<file path="config.mk">
export PLATFORM = sky130hd
export DESIGN_NAME = i2c_slave_tx
export DESIGN_NICKNAME = d
export VERILOG_FILES = /design/src/rtl/i2c_slv_pkg.sv /design/src/rtl/i2c_line_sync.sv /design/src/rtl/i2c_cond_det.sv /design/src/rtl/i2c_tx_shift.sv /design/src/rtl/i2c_slave_tx.sv
export SDC_FILE = /design/constraint.sdc
export NUM_CORES = 1
export LEC_CHECK = 0
export BUFFER_PORTS_ARGS = -buffer_cell sky130_fd_sc_hd__buf_4
export CORE_MARGIN = 2
export CORE_UTILIZATION = 53
export DETAILED_ROUTE_END_ITERATION = 16
export PLACE_DENSITY = 0.78
export SKIP_LAST_GASP = 1
export SYNTH_ARGS = -nofsm -noshare
export SYNTH_HDL_FRONTEND = slang
export SYNTH_SLANG_ARGS = --single-unit
</file>
<file path="constraint.sdc">
create_clock -name clk_i -period 2.2 [get_ports clk_i]
set_clock_uncertainty 0.05 [all_clocks]
set_input_delay 0.22 -clock clk_i [delete_from_list [all_inputs] [get_ports clk_i]]
set_output_delay 0.22 -clock clk_i [all_outputs]
set_load 0.02 [all_outputs]
</file>
<file path="src/rtl/i2c_slv_pkg.sv">
package i2c_slv_pkg;
  typedef enum logic [2:0] {
    ST_IDLE,
    ST_ADDR,
    ST_ADDR_END,
    ST_ADDR_ACK,
    ST_TX_BIT,
    ST_TX_ACK,
    ST_HOLD,
    ST_SKIP
  } slv_state_e;
endpackage

</file>
<file path="src/rtl/i2c_line_sync.sv">
module i2c_line_sync #(
  parameter int LINES  = 2,
  parameter int STAGES = 2
) (
  input  logic             clk_i,
  input  logic             rst_ni,
  input  logic [LINES-1:0] lines_i,
  output logic [LINES-1:0] lines_o,
  output logic [LINES-1:0] rise_o,
  output logic [LINES-1:0] fall_o
);
  for (genvar l = 0; l < LINES; l++) begin : g_line
    logic [STAGES:0] pipe_q;
    // bus idles high, so reset to 1
    always_ff @(posedge clk_i or negedge rst_ni) begin
      if (!rst_ni) pipe_q <= '1;
      else         pipe_q <= {pipe_q[STAGES-1:0], lines_i[l]};
    end
    assign lines_o[l] = pipe_q[STAGES-1];
    assign rise_o[l]  = pipe_q[STAGES-1] & ~pipe_q[STAGES];
    assign fall_o[l]  = ~pipe_q[STAGES-1] & pipe_q[STAGES];
  end
endmodule

</file>
<file path="src/rtl/i2c_cond_det.sv">
module i2c_cond_det (
  input  logic scl_s_i,
  input  logic sda_rise_i,
  input  logic sda_fall_i,
  output logic start_o,
  output logic stop_o
);
  assign start_o = scl_s_i & sda_fall_i;
  assign stop_o  = scl_s_i & sda_rise_i;
endmodule

</file>
<file path="src/rtl/i2c_tx_shift.sv">
module i2c_tx_shift #(
  parameter int W = 8
) (
  input  logic         clk_i,
  input  logic         rst_ni,
  input  logic         load_i,
  input  logic         shift_i,
  input  logic [W-1:0] data_i,
  output logic         msb_o
);
  logic [W-1:0] sr_q;
  always_ff @(posedge clk_i or negedge rst_ni) begin
    if (!rst_ni)      sr_q <= '0;
    else if (load_i)  sr_q <= data_i;
    else if (shift_i) sr_q <= {sr_q[W-2:0], 1'b0};
  end
  assign msb_o = sr_q[W-1];
endmodule

</file>
<file path="src/rtl/i2c_slave_tx.sv">
module i2c_slave_tx
  import i2c_slv_pkg::*;
#(
  parameter int DATA_W      = 8,
  parameter int SYNC_STAGES = 2
) (
  input  logic              clk_i,
  input  logic              rst_ni,
  input  logic              scl_i,
  input  logic              sda_i,
  output logic              scl_pull_o,
  output logic              sda_pull_o,
  input  logic [DATA_W-2:0] own_addr_i,
  input  logic              data_wr_i,
  input  logic [DATA_W-1:0] data_i,
  input  logic              force_tx_i,
  input  logic              arb_lost_i,
  input  logic              irq_clr_i,
  output logic              irq_o,
  output logic              tx_mode_o,
  output logic [DATA_W-1:0] addr_byte_o
);
  localparam int CNT_W = $clog2(DATA_W);
  localparam logic [CNT_W-1:0] LAST_BIT = CNT_W'(DATA_W - 1);

  logic [1:0] sync_w, rise_w, fall_w;
  logic scl_s, sda_s, scl_rise, scl_fall, sda_rise, sda_fall;
  logic start, stop;

  i2c_line_sync #(.LINES(2), .STAGES(SYNC_STAGES)) u_sync (
    .clk_i   (clk_i),
    .rst_ni  (rst_ni),
    .lines_i ({sda_i, scl_i}),
    .lines_o (sync_w),
    .rise_o  (rise_w),
    .fall_o  (fall_w)
  );
  assign scl_s    = sync_w[0];
  assign sda_s    = sync_w[1];
  assign scl_rise = rise_w[0];
  assign scl_fall = fall_w[0];
  assign sda_rise = rise_w[1];
  assign sda_fall = fall_w[1];

  i2c_cond_det u_cond (
    .scl_s_i    (scl_s),
    .sda_rise_i (sda_rise),
    .sda_fall_i (sda_fall),
    .start_o    (start),
    .stop_o     (stop)
  );

  slv_state_e        state_q;
  logic [CNT_W-1:0]  cnt_q;
  logic [DATA_W-1:0] rx_sr_q;
  logic              mode_q, ack_q, nack_q, irq_q;
  logic              tx_ok, tx_load, tx_shift, tx_msb, ack_end, addr_match;

  assign addr_match = rx_sr_q[DATA_W-1:1] == own_addr_i;
  assign tx_ok      = (mode_q | force_tx_i) & ~nack_q;
  assign tx_load    = (state_q == ST_HOLD) & data_wr_i & tx_ok;
  assign tx_shift   = (state_q == ST_TX_BIT) & scl_fall & (cnt_q != LAST_BIT);
  assign ack_end    = scl_fall & ((state_q == ST_ADDR_ACK) | (state_q == ST_TX_ACK));

  i2c_tx_shift #(.W(DATA_W)) u_shift (
    .clk_i   (clk_i),
    .rst_ni  (rst_ni),
    .load_i  (tx_load),
    .shift_i (tx_shift),
    .data_i  (data_i),
    .msb_o   (tx_msb)
  );

  always_ff @(posedge clk_i or negedge rst_ni) begin
    if (!rst_ni) begin
      state_q <= ST_IDLE;
      cnt_q   <= '0;
      rx_sr_q <= '0;
      mode_q  <= 1'b0;
      ack_q   <= 1'b0;
      nack_q  <= 1'b0;
    end else if (start) begin
      state_q <= ST_ADDR;
      cnt_q   <= '0;
      mode_q  <= 1'b0;
      ack_q   <= 1'b0;
      nack_q  <= 1'b0;
    end else if (stop) begin
      state_q <= ST_IDLE;
      mode_q  <= 1'b0;
      ack_q   <= 1'b0;
    end else begin
      unique case (state_q)
        ST_ADDR: if (scl_rise) begin
          rx_sr_q <= {rx_sr_q[DATA_W-2:0], sda_s};
          cnt_q   <= cnt_q + 1'b1;
          if (cnt_q == LAST_BIT) state_q <= ST_ADDR_END;
        end
        ST_ADDR_END: if (scl_fall) begin
          if (addr_match) begin
            ack_q   <= 1'b1;
            mode_q  <= rx_sr_q[0] & ~arb_lost_i;
            state_q <= ST_ADDR_ACK;
          end else begin
            state_q <= ST_SKIP;
          end
        end
        ST_ADDR_ACK: if (scl_fall) begin
          ack_q   <= 1'b0;
          state_q <= ST_HOLD;
        end
        ST_HOLD: begin
          if (force_tx_i) mode_q <= 1'b1;
          if (data_wr_i) begin
            cnt_q   <= '0;
            state_q <= tx_ok ? ST_TX_BIT : ST_SKIP;
          end
        end
        ST_TX_BIT: if (scl_fall) begin
          if (cnt_q == LAST_BIT) state_q <= ST_TX_ACK;
          else                   cnt_q   <= cnt_q + 1'b1;
        end
        ST_TX_ACK: begin
          if (scl_rise) nack_q  <= sda_s;
          if (scl_fall) state_q <= ST_HOLD;
        end
        default: ;
      endcase
    end
  end

  always_ff @(posedge clk_i or negedge rst_ni) begin
    if (!rst_ni)        irq_q <= 1'b0;
    else if (ack_end)   irq_q <= 1'b1;
    else if (irq_clr_i) irq_q <= 1'b0;
  end

  assign scl_pull_o  = state_q == ST_HOLD;
  assign sda_pull_o  = ack_q | ((state_q == ST_TX_BIT) & ~tx_msb);
  assign irq_o       = irq_q;
  assign tx_mode_o   = mode_q;
  assign addr_byte_o = rx_sr_q;
endmodule

</file>
==> results.yml <==
grt:
  grt_pass1_wl_microns: 5600
  antenna_found_initial: 0
  grtUsageTotal_pct: 21.3
  grt_pass1_vias: 1334
  grt_max_degree: 33
  overflow: 0
die:
  boundaryPins: 35
  fp.dieH_microns: 59.8
  die_area_sq_um: 3570
  die_x_microns: 59.8
  core_area_sq_um: 3000
  start_util_pct: 54.9
  rows: 20
clocking:
  cts.clk_slew.worst_paths_ns: 0.10
  h-tree-depth: 2
  clk_path_buf_depth: 2
  clock_sinks: 32
  cts_tree: "built"
  clkLatencyLatePin_ns: 0.34
  cts_root_buf: "clkbuf_4"
  ctsResizeCount: 0
  cts_buffers: 5
routing:
  routed-via-count: 1374
  first_iter_violations: 37
  routed_wl_microns: 3280
  antenna_left: 0
  wl_per_cell_microns: 13.6
  drcViolationCount: 0
  viasPerCell: 5.73
  first_pass_iters: 4
placement:
  dpl_cell_area_sq_um: 1940
  io_buffers: 34
  gp_congestion: 0.879
  dpl.hpwl_microns: 2400
cells_and_area:
  stdcell_area_sq_um: 2050
  syn_to_final_growth_pct: 24.2
  antenna_cells: 0
  final_util_pct: 68.2
  layout-drive-gt1-share_pct: 33.3
  fill_cells: 245
  nNetsFinal: 231
synth:
  synth_top_area_cell: "dfrtp_1"
  syn_area_per_cell_sq_um: 10.2
  syn_area_sq_um: 1650
  synth.area.top_cells: "dfrtp_1 (39%), dfstp_2 (9.6%), mux2_2 (6.1%)"
  synth_cell_types: 41
  synth_seq_cells: 32
  synth_top_area_share_pct: 39.5
  synth_seq_area_share_pct: 49.0
  syn_nets: 187
  ys_async_sr_fraction_pct: 100
  yosysWarnings: 0
  ys.flop_type: "dfrtp_1"
  synthCells: 162
  synth_edf_count: 0
timing:
  max_slew_margin_pct: 69.7
  tightestPinTransition_ns: 0.453
  tns_ns: 0
  hold_slack_ns: 0.0769
  post-route-min-period_ns: 2.08
  fmax_mhz: 482
  finalCritPeriodShare_pct: 94.4
  drv_slew: 0
  rsz0062_at_grt: "no"
  setup_viol: 0
  hold_viol_final: 0
power:
  ir_drop_mv: 0.475
  powerDensity_nw_per_um2: 836
  total_power_mw: 1.71
  power.leakage_nw: 0.975
critical_path:
  path_class: "reg2reg"
  cp-end-kind: "flop"
  critPathRequiredTime_ns: 2.42
  critPathLaunchType: "flop"
  arrival_ns: 2.30
  cp_max_fo: 3
run_status:
  status: "complete, no violations"
worst_hold_path:
  min_path_type: "in2reg"
flow_run:
  cap_violations: 0
-- layout make-up --
cell class	instances	area (sq um)	area share, %
sequential	32	808	39.5
multi-input combinational	114	772	37.7
timing repair buffer	43	333	16.2
tap	33	41.3	2.02
clock buffer	5	37.5	1.83
inverter	10	37.5	1.83
clock inverter	3	18.8	0.916
-- kinds of logic after synthesis --
kind of cell / after synthesis / synth area share (%)
buf+inv: 16 / 4.17
xor+xnor: 9 / 4.78
compound gates: 38 / 15.2
fa+ha+maj: 2 / 1.52
mux: 13 / 8.57
simple gates: 52 / 16.8
flops: 32 / 49.0
-- flip-flops by register name, indices dropped and copies added, names as in the netlist --
register / flops
nack_q: 1
u_sync.g_line.pipe_q: 6
u_shift.sr_q: 8
addr_byte_o: 8
cnt_q: 3
tx_mode_o: 1
ack_q: 1
state_q: 3
irq_o: 1
-- per-stage QoR --
stage          cells  worst slack (ns)
3_3_place_gp     227             0.192
6_report         240             0.123
4_1_cts          238            0.0834
3_5_place_dp     227             0.124
2_1_floorplan    162             0.201
5_1_grt          240            0.0246
-- layer usage --
layer / track usage (%) / routed length (microns) / vias to the layer above
met3: 6.71 / 163 / 4
met1: 24.8 / 1420 / 668
met2: 35.9 / 1640 / 43
li1: - / - / 659
met4: 9.21 / 52 / 0
met5: 0 / 0 / -
-- synth_stat cells (4+ instances only) --
cell,instances
a21oi_1,10
mux2i_1,4
o21ai_0,9
nand3b_1,5
nand2_1,7
nand3_1,10
xnor2_1,7
inv_1,10
dfstp_2,6
clkbuf_1,4
nor2_1,14
dfrtp_1,26
mux2_2,9
-- cells in the final DEF, fill, tap and decap left out, types with 2 or more instances in the layout --
cell type,netlist,final
buf_4,0,39
dfrtp_1,26,26
nor2_1,14,14
inv_1,10,10
nand3_1,10,10
a21oi_1,10,10
mux2_2,9,9
o21ai_0,9,9
nand2_1,7,7
xnor2_1,7,7
dfstp_2,6,6
nand3b_1,5,5
clkbuf_4,0,5
mux2i_1,4,4
dlygate4sd3_1,0,4
nand2b_1,2,2
xor2_1,2,2
nor3b_1,2,2
nor2b_1,2,2
o21bai_1,2,2
a2bb2oi_1,2,2
o22ai_1,2,2
a21oi_2,2,2
o221ai_1,2,2
a31oi_1,2,2
a31o_2,2,2
or3_1,2,2
ha_1,2,2
clkinv_2,0,2
-- power breakdown --
part | internal [mW] | switching (mW)
Clock | 0.122 | 0.210
Combinational | 0.285 | 0.258
Sequential | 0.724 | 0.114
Total | 1.13 | 0.582
-- critical path, cell delays in order, from the launching register on --
cell      delay [ns]
dfrtp_1         0.41
ha_1            0.21
ha_1            0.20
or3b_1          0.39
a21oi_2         0.17
o211ai_2        0.12
or3_1           0.34
a21oi_2         0.13
-- what timing repair did --
action	4_1_cts	5_1_grt
buffers inserted	0	1
hold endpoints to repair	28	1
endpoints found under the setup margin	0	1
hold buffers	3	1
-- path summary, 6_finish.rpt --
path / from / to / slack (ns) / cells after the start
worst max-delay path: cnt_q[0]$_DFFE_PN0P_ / cnt_q[0]$_DFFE_PN0P_ / 0.12 / 7
worst min-delay path: data_i[4] / u_shift.sr_q[4]$_DFFE_PN0P_ / 0.08 / 3
worst max register to register: cnt_q[0]$_DFFE_PN0P_ / cnt_q[0]$_DFFE_PN0P_ / 0.12 / 7
worst min register to register: u_sync.g_line[1].pipe_q[0]$_DFF_PN1_ / u_sync.g_line[1].pipe_q[1]$_DFF_PN1_ / 0.31 / 0
max in group asynchronous: rst_ni / u_sync.g_line[1].pipe_q[0]$_DFF_PN1_ / 1.48 / 2
min in group asynchronous: rst_ni / state_q[1]$_DFFE_PN0P_ / 0.29 / 2
Note: power is estimated with default switching activity, not from simulation.
